==> src/rtl/ksq_pkg.sv <==
`timescale 1ns/1ps
package ksq_pkg;

  typedef enum logic {
    ORDER_COMPAT    = 1'b0,
    ORDER_PARTITION = 1'b1
  } order_e;

  // strobes from control to datapath
  typedef struct packed {
    logic loadKey;
    logic advInner;
    logic advOuter;
  } dp_ctrl_t;

  // status from datapath to control
  typedef struct packed {
    logic innerLast;
    logic outerLast;
  } dp_stat_t;

endpackage

==> src/rtl/ksq_outer_step.sv <==
`timescale 1ns/1ps
module ksq_outer_step
  import ksq_pkg::*;
#(
  parameter int BYTE_W   = 8,
  parameter int LO_BYTES = 4,
  localparam int LO_W    = BYTE_W * LO_BYTES
) (
  input  logic [LO_W-1:0] loCur,
  input  order_e          mode,
  output logic [LO_W-1:0] loNext,
  output logic            loLast
);

  logic [LO_W-1:0] loRev;
  logic [LO_W-1:0] revInc;
  logic [LO_W-1:0] compatNext;
  logic [LO_W-1:0] partNext;
  logic            compatLast;
  logic            partLast;

  // lane g of the reversed view is lane (LO_BYTES-1-g) of the stored word
  for (genvar g = 0; g < LO_BYTES; g++) begin : gSwap
    assign loRev[g*BYTE_W +: BYTE_W]                   = loCur[(LO_BYTES-1-g)*BYTE_W +: BYTE_W];
    assign compatNext[(LO_BYTES-1-g)*BYTE_W +: BYTE_W] = revInc[g*BYTE_W +: BYTE_W];
  end

  assign revInc     = loRev + LO_W'(1);
  assign compatLast = &loCur;

  assign partNext = {loCur[LO_W-1:BYTE_W] + (LO_W-BYTE_W)'(1), loCur[BYTE_W-1:0]};
  assign partLast = &loCur[LO_W-1:BYTE_W];

  always_comb begin
    if (mode == ORDER_PARTITION) begin
      loNext = partNext;
      loLast = partLast;
    end else begin
      loNext = compatNext;
      loLast = compatLast;
    end
  end

endmodule

==> src/rtl/ksq_datapath.sv <==
`timescale 1ns/1ps
module ksq_datapath
  import ksq_pkg::*;
#(
  parameter int HI_W     = 8,
  parameter int MID_W    = 32,
  parameter int BYTE_W   = 8,
  parameter int LO_BYTES = 4,
  localparam int LO_W    = BYTE_W * LO_BYTES,
  localparam int INNER_W = HI_W + MID_W
) (
  input  logic             clk,
  input  logic             rstN,
  input  dp_ctrl_t         ctrl,
  input  logic [HI_W-1:0]  loadHi,
  input  logic [MID_W-1:0] loadMid,
  input  logic [LO_W-1:0]  loadLo,
  input  order_e           loadMode,
  output dp_stat_t         stat,
  output logic [HI_W-1:0]  keyHi,
  output logic [MID_W-1:0] keyMid,
  output logic [LO_W-1:0]  keyLo,
  output order_e           modeQ
);

  logic [INNER_W-1:0] innerQ;
  logic [LO_W-1:0]    loQ;
  logic [LO_W-1:0]    loNext;
  logic               loLast;

  ksq_outer_step #(
    .BYTE_W  (BYTE_W),
    .LO_BYTES(LO_BYTES)
  ) uOuter (
    .loCur (loQ),
    .mode  (modeQ),
    .loNext(loNext),
    .loLast(loLast)
  );

  always_ff @(posedge clk or negedge rstN) begin
    if (!rstN) begin
      innerQ <= '0;
      loQ    <= '0;
      modeQ  <= ORDER_COMPAT;
    end else if (ctrl.loadKey) begin
      innerQ <= {loadMid, loadHi};
      loQ    <= loadLo;
      modeQ  <= loadMode;
    end else begin
      if (ctrl.advInner) innerQ <= innerQ + INNER_W'(1);
      if (ctrl.advOuter) loQ    <= loNext;
    end
  end

  assign stat.innerLast = &innerQ;
  assign stat.outerLast = loLast;

  assign keyHi  = innerQ[HI_W-1:0];
  assign keyMid = innerQ[INNER_W-1:HI_W];
  assign keyLo  = loQ;

endmodule

==> src/rtl/ksq_control.sv <==
`timescale 1ns/1ps
module ksq_control
  import ksq_pkg::*;
#(
  parameter int GRP_LOG2 = 8
) (
  input  logic     clk,
  input  logic     rstN,
  input  logic     loadStb,
  input  logic     stepStb,
  input  dp_stat_t stat,
  output dp_ctrl_t ctrl,
  output logic     keyValid,
  output logic     unitDone,
  output logic     groupDone,
  output logic     exhausted
);

  logic                loadedQ;
  logic                exhQ;
  logic [GRP_LOG2-1:0] grpQ;
  logic                advance;
  logic                wrapStep;
  logic                finalStep;

  assign keyValid  = loadedQ & ~exhQ;
  assign exhausted = exhQ;

  assign advance   = stepStb & keyValid & ~loadStb;
  assign wrapStep  = advance & stat.innerLast;
  assign finalStep = wrapStep & stat.outerLast;

  always_comb begin
    ctrl.loadKey  = loadStb;
    ctrl.advInner = advance & ~finalStep;
    ctrl.advOuter = wrapStep & ~finalStep;
  end

  always_ff @(posedge clk or negedge rstN) begin
    if (!rstN) begin
      loadedQ   <= 1'b0;
      exhQ      <= 1'b0;
      grpQ      <= '0;
      unitDone  <= 1'b0;
      groupDone <= 1'b0;
    end else if (loadStb) begin
      loadedQ   <= 1'b1;
      exhQ      <= 1'b0;
      grpQ      <= '0;
      unitDone  <= 1'b0;
      groupDone <= 1'b0;
    end else begin
      unitDone  <= wrapStep;
      groupDone <= wrapStep & (&grpQ);
      if (wrapStep)  grpQ <= grpQ + GRP_LOG2'(1);
      if (finalStep) exhQ <= 1'b1;
    end
  end

endmodule

==> src/rtl/ksq_sequencer.sv <==
`timescale 1ns/1ps
module ksq_sequencer
  import ksq_pkg::*;
#(
  parameter int HI_W     = 8,
  parameter int MID_W    = 32,
  parameter int BYTE_W   = 8,
  parameter int LO_BYTES = 4,
  parameter int GRP_LOG2 = 8,
  localparam int LO_W    = BYTE_W * LO_BYTES
) (
  input  logic             clk,
  input  logic             rstN,
  input  logic             loadStb,
  input  logic [HI_W-1:0]  loadHi,
  input  logic [MID_W-1:0] loadMid,
  input  logic [LO_W-1:0]  loadLo,
  input  logic             modeSel,
  input  logic             stepStb,
  output logic [HI_W-1:0]  keyHi,
  output logic [MID_W-1:0] keyMid,
  output logic [LO_W-1:0]  keyLo,
  output logic             keyValid,
  output logic             unitDone,
  output logic             groupDone,
  output logic             exhausted
);

  dp_ctrl_t dpCtrl;
  dp_stat_t dpStat;
  order_e   dpMode;

  ksq_control #(
    .GRP_LOG2(GRP_LOG2)
  ) uCtrl (
    .clk      (clk),
    .rstN     (rstN),
    .loadStb  (loadStb),
    .stepStb  (stepStb),
    .stat     (dpStat),
    .ctrl     (dpCtrl),
    .keyValid (keyValid),
    .unitDone (unitDone),
    .groupDone(groupDone),
    .exhausted(exhausted)
  );

  ksq_datapath #(
    .HI_W    (HI_W),
    .MID_W   (MID_W),
    .BYTE_W  (BYTE_W),
    .LO_BYTES(LO_BYTES)
  ) uDp (
    .clk     (clk),
    .rstN    (rstN),
    .ctrl    (dpCtrl),
    .loadHi  (loadHi),
    .loadMid (loadMid),
    .loadLo  (loadLo),
    .loadMode(order_e'(modeSel)),
    .stat    (dpStat),
    .keyHi   (keyHi),
    .keyMid  (keyMid),
    .keyLo   (keyLo),
    .modeQ   (dpMode)
  );

endmodule

==> config.mk <==
export PLATFORM = sky130hd
export DESIGN_NAME = ksq_sequencer
export DESIGN_NICKNAME = d
export VERILOG_FILES = /design/src/rtl/ksq_pkg.sv /design/src/rtl/ksq_outer_step.sv /design/src/rtl/ksq_datapath.sv /design/src/rtl/ksq_control.sv /design/src/rtl/ksq_sequencer.sv
export SDC_FILE = /design/constraint.sdc
export NUM_CORES = 1
export LEC_CHECK = 0
export BUFFER_PORTS_ARGS = -buffer_cell sky130_fd_sc_hd__buf_2
export CAP_MARGIN = 20
export CORE_ASPECT_RATIO = 2
export CORE_MARGIN = 5
export CORE_UTILIZATION = 40
export DETAILED_ROUTE_END_ITERATION = 6
export SLEW_MARGIN = 20
export SYNTH_ARGS = -nofsm -noshare
export SYNTH_HDL_FRONTEND = slang
export SYNTH_SLANG_ARGS = --single-unit
==> constraint.sdc <==
create_clock -name clk -period 5.4 [get_ports clk]
set_clock_uncertainty 0.15 [all_clocks]
set_input_delay 0.27 -clock clk [delete_from_list [all_inputs] [get_ports clk]]
set_output_delay 0.27 -clock clk [all_outputs]
set_load 0.01 [all_outputs]
* Word level (Yosys, flattened, before mapping)
Index checks and enable logic that the tools add are counted.
** Cells by class
- $add $sub $neg :: 4
- Bitwise logic cells :: 11
- Reductions and logical operators :: 9
- Equal/unequal tests :: 1
- Mux-type cells :: 12
** Operators by type and width (number)
- $mux 32 :: 3
- $mux 40 :: 2
- $add 40x1->40 const B :: 1
- $reduce_and 40->1 :: 1
- $add 32x1->32 const B :: 1
- $reduce_and 32->1 :: 1
- $add 24x1->24 const B :: 1
- $reduce_and 24->1 :: 1
- $mux 8 :: 2
- $add 8x1->8 const B :: 1
- $and 1x1->1 :: 8
- $reduce_and 8->1 :: 1
- $reduce_bool 2->1 :: 4
- $mux 1 :: 5
- $not 1->1 :: 3
- $ne 2x2->1 const B :: 1
- $reduce_and 2->1 :: 1
** Word-level totals
- Flip-flop bits (word level) :: 85
- Word-level logic and storage cells :: 46
- Output and inout bits :: 76
- Input bits :: 77

* Logic depth before layout (Yosys ltp)
- Word-level depth :: 10
- Mapped depth :: 11
- Depth with buffers taken out :: 7

* Modules after synthesis
Synthesis repeated with hierarchy kept, for this count alone.
** Second synthesis, totals
- Cells, all modules :: 592
- Area, all modules :: 5265.0 um^2
** Modules (own cells, without submodules)
- ksq_datapath :: cells each 402, area an instance 3749.8 um^2, times used 1, sequential area each 1826.8 um^2
- ksq_outer_step :: cells each 130, area an instance 897.1 um^2, times used 1, sequential area each 0.0 um^2
- ksq_control :: cells each 60, area an instance 618.1 um^2, times used 1, sequential area each 300.3 um^2

* Worst setup path after synthesis
Ideal clock, no wire load.
- Path kind :: register -> register
- Start :: register uDp.loQ[24] (netlist: uDp.keyLo[24])
- End :: register uDp.innerQ[13]
- Period minus slack after synthesis :: 2575 ps
- Required time :: 5168 ps
- Data arrival time :: 2343 ps
- Setup time :: 82 ps
- Path slack :: 2825 ps
- Path buffers :: 2
- Stages on the path, launching flop included :: 10
- Path through :: dfrtp_1 ha_1 and3_1 nor3b_2 and4_1 buf_6 and3_4 buf_6 or4_1 a31oi_1
** On the way
- Longest elaborated chain between the ends :: 6
- Elaborated cells between the ends (all ways) :: 7
- Those cells by class :: 1 x mux; 3 x bitwise; 3 x reduce/logical
** RTL lines
- from (decl) :: RTL line ksq_datapath.sv:27 : logic [LO_W-1:0] loQ;
- from (signal assigned) :: RTL line ksq_datapath.sv:48 : loQ <= loadLo;
- from (signal assigned) :: RTL line ksq_datapath.sv:52 : if (ctrl.advOuter) loQ <= loNext;
- $reduce_and 32->1 / $reduce_and 24->1 (equally long branches) :: RTL line ksq_outer_step.sv:29, ksq_outer_step.sv:32
- $mux 1 * :: RTL line ksq_outer_step.sv:35 : if (mode == ORDER_PARTITION) begin
- $and 1x1->1 * :: RTL line ksq_control.sv:31 : assign finalStep = wrapStep & stat.outerLast;
- $not 1->1 * :: RTL line ksq_control.sv:35 : ctrl.advInner = advance & ~finalStep;
- $and 1x1->1 * :: RTL line ksq_control.sv:35
- $reduce_bool 2->1 (no source line) *
- to (signal assigned) :: RTL line ksq_datapath.sv:47 : innerQ <= {loadMid, loadHi};
- to (signal assigned) :: RTL line ksq_datapath.sv:51 : if (ctrl.advInner) innerQ <= innerQ + INNER_W'(1);
- to (decl) :: RTL line ksq_datapath.sv:26 : logic [INNER_W-1:0] innerQ;
Mark *: on every way between the ends. The rest lies on a longest branch, timed or not.
A chain may end at the register's enable or synchronous reset.

* Worst setup path in the final report
- Start :: register uDp.innerQ[0]
- End :: register uDp.loQ[14] (netlist: uDp.keyLo[14])
** On the way
- Longest elaborated chain between the ends :: 6
** RTL lines
- $reduce_and 40->1 * :: RTL line ksq_datapath.sv:56 : assign stat.innerLast = &innerQ;
- $and 1x1->1 * :: RTL line ksq_control.sv:30 : assign wrapStep = advance & stat.innerLast;
- $and 1x1->1 :: RTL line ksq_control.sv:31
- $not 1->1 :: RTL line ksq_control.sv:36 : ctrl.advOuter = wrapStep & ~finalStep;
- $and 1x1->1 * :: RTL line ksq_control.sv:36
- $reduce_bool 2->1 (no source line) *
Marked as above.

==> impl_metrics.env <==
export IMPL_start_util_pct=40.30
export IMPL_io_pins=153
export IMPL_holdWs_ns=0.01508
export IMPL_grtUsageTotal_pct=23.36
export IMPL_cts_max_level=3
export IMPL_maxCapViolCount=0
export IMPL_grt_pass1_wl_um=29840
export IMPL_grt_antenna_before_repair=0
export IMPL_synth_commonest_cells="dfrtp_1 (85), nand2_1 (57), nor2_1 (48)"
export IMPL_fin_tns_setup_ns=0
export IMPL_rr_endpoint="uDp.keyLo[14]"
export IMPL_clockRootBuffer="clkbuf_16"
export IMPL_cts_sinks=85
export IMPL_syn2layout_area_growth_pct=24.63
export IMPL_avgSynthCellArea_um2=8.575
export IMPL_place_congestion=0.8716
export IMPL_die_h_um=174.1
export IMPL_grt_overflow=0
export IMPL_yosysMostFrequentCell="dfrtp_1"
export IMPL_drt_iter0_markers=227
export IMPL_post_cts_resized=0
export IMPL_yosysSeqAreaShare_pct=39.50
export IMPL_fmax_mhz=279.4
export IMPL_ir_drop_mv=0.1444
export IMPL_cp_data_required_time_ns=5.49
export IMPL_hold_path_startpoint="loadMid[9]"
export IMPL_fin_util_pct=50.22
export IMPL_first_global_vias=5668
export IMPL_layout_min_cycle_time_ns=3.580
export IMPL_cp_arrival_ns=3.67
export IMPL_ant_nets=0
export IMPL_wire_per_inst_um=19.82
export IMPL_via_count=5673
export IMPL_die_area_um2=16020
export IMPL_path_clk_slew_ns=0.07
export IMPL_worst_pin_slew_ns=1.105
export IMPL_start_kind="flip-flop"
export IMPL_setup_violations=0
export IMPL_clk_latency_ns=0.34
export IMPL_yosys_top_cells_area="dfrtp_1 (39%), nand3_1 (4.4%), a31oi_1 (4.2%)"
export IMPL_num_antenna_cells=0
export IMPL_core_area_um2=13360
export IMPL_synth_top_area_share_pct=39.50
export IMPL_power_leakage_nw=2.812
export IMPL_drive_above_1_share_pct=25.58
export IMPL_cts_buffers=9
export IMPL_grt_max_degree=80
export IMPL_port_buffers=152
export IMPL_postSynthCellCount=628
export IMPL_max_slew_margin_pct=25.93
export IMPL_cts_tree="yes"
export IMPL_yosysWarnings=0
export IMPL_synth_edf_count=0
export IMPL_firstDrtPassIters=4
export IMPL_dpl_hpwl_um=13880
export IMPL_holdPathEnd="uDp.innerQ[17]"
export IMPL_yosys_area_top_type="dfrtp_1"
export IMPL_vias_per_cell=6.054
export IMPL_finalHoldViolations=0
export IMPL_r2r_start="uDp.innerQ[0]"
export IMPL_hp_class="in -> reg"
export IMPL_reg2regPathDepth=7
export IMPL_regToRegSetupSlack_ns=1.82
export IMPL_rsz0062_at_grt="no"
export IMPL_syn_area_um2=5385
export IMPL_holdPathStages=3
export IMPL_synth_net_count=709
export IMPL_finalPower_mw=1.734
export IMPL_wl_um=18570
export IMPL_fin_crit_sh_pct=66.29
export IMPL_ys_async_sr_fraction_pct=100.0
export IMPL_power_density_nw_per_um2=258.3
export IMPL_yosysUniqueCellTypes=59
export IMPL_critPathKind="reg -> reg"
export IMPL_synthFlopType="dfrtp_1"
export IMPL_final_nets=859
export IMPL_status="completed"
export IMPL_die_width_um=92.05
export IMPL_clock_path_buffers=2
export IMPL_path_max_fanout=15
export IMPL_route_detailed_drc=0
export IMPL_maxSlewViolCount=0
export IMPL_rows=60
export IMPL_ys_ff_latch=85
export IMPL_cp_end_kind="flip-flop"
worst max path at each step:
stage,startpoint,to,cells past startpoint
final,uDp.innerQ[0],uDp.keyLo[14],7
after global placement,uDp.innerQ[0],uDp.keyLo[7],7
after global routing,uDp.innerQ[0],uDp.keyLo[5],7
after CTS,uDp.innerQ[0],uDp.keyLo[3],7
after detailed placement,uDp.innerQ[0],uDp.keyLo[19],7
after floorplan,uDp.keyLo[24],uDp.innerQ[13],9
critical path: stages (launching register included):
cell and delay, ns:
dfrtp_1 0.42, ha_1 0.19, nand3_1 0.15, nor2b_1 0.55, nand3_1 0.47, nor3_2 1.01, a311oi_1 0.22, a311oi_1 0.30
sequential cells by signal, summed over array words and instances (netlist names):
signal           count
uCtrl.exhausted      1
uCtrl.loadedQ        1
uDp.keyLo           32
uCtrl.grpQ           8
uCtrl.groupDone      1
uCtrl.unitDone       1
uDp.modeQ            1
uDp.innerQ          40
layout make-up:
class / count / area [um^2]
clock inverters: 4 / 72.57
clock buffers: 11 / 242.7
inverters: 15 / 56.30
fillers: 1352 / 6651
multi-input cells: 488 / 3003
repair buffers: 179 / 1016
well taps: 155 / 193.9
flip-flops and latches: 85 / 2127
per-stage QoR:
step / setup WS, ns / area, um^2 / instances
after detailed placement: 1.884 / 6181 / 900
after global routing: 1.488 / 6711 / 937
final: 1.820 / 6711 / 937
after floorplan: 2.825 / 5385 / 628
after CTS: 1.838 / 6706 / 936
after global placement: 2.014 / 6175 / 900
routing by layer:
layer	vias to the layer above	part of all wire (%)	GRT usage (%)	wire, um
met5	-	0	0	0
li1	2704	-	-	-
met1	2760	36	25.19	6597
met2	180	57	44.96	10630
met4	0	2.8	8.251	512
met3	29	4.5	3.508	829
cell families after synthesis:
| family | count (synthesis) | synth area share (%) |
|---|---|---|
| flops | 85 | 39.50 |
| mux | 4 | 0.8364 |
| xor+xnor | 12 | 1.952 |
| compound gates | 153 | 18.98 |
| fa+ha+maj | 4 | 0.9294 |
| simple gates | 315 | 32.83 |
| buf+inv | 55 | 4.972 |
placed cells by master, fill, tap and decap left out, types with 5 or more instances in the layout:
cell type,n
buf_2,152
dfrtp_1,85
nand2_1,57
nor2_1,48
nand3_1,47
a31oi_1,35
nand4_1,33
or4_1,30
o21ai_0,29
dlygate4sd3_1,21
a21oi_1,19
and3_1,18
o211ai_1,18
or3_1,18
o31ai_1,16
inv_1,14
nor3_1,14
xnor2_1,10
clkbuf_16,9
and4_1,7
a311oi_1,6
nor4_1,6
buf_4,6
or2_2,5
repair_timing:
action,4_1_cts,5_1_grt
endpoints found under the hold margin,44,0
buffers inserted,0,0
hold buffers,21,0
where the power goes:
| part | switching (mW) | leakage [nW] | total [mW] | internal, mW |
|---|---|---|---|---|
| registers | 0.0741 | 1.01 | 0.762 | 0.688 |
| clock network | 0.257 | 0.152 | 0.672 | 0.415 |
| logic | 0.170 | 1.65 | 0.300 | 0.130 |
Note: power is estimated with default switching activity, not from simulation.
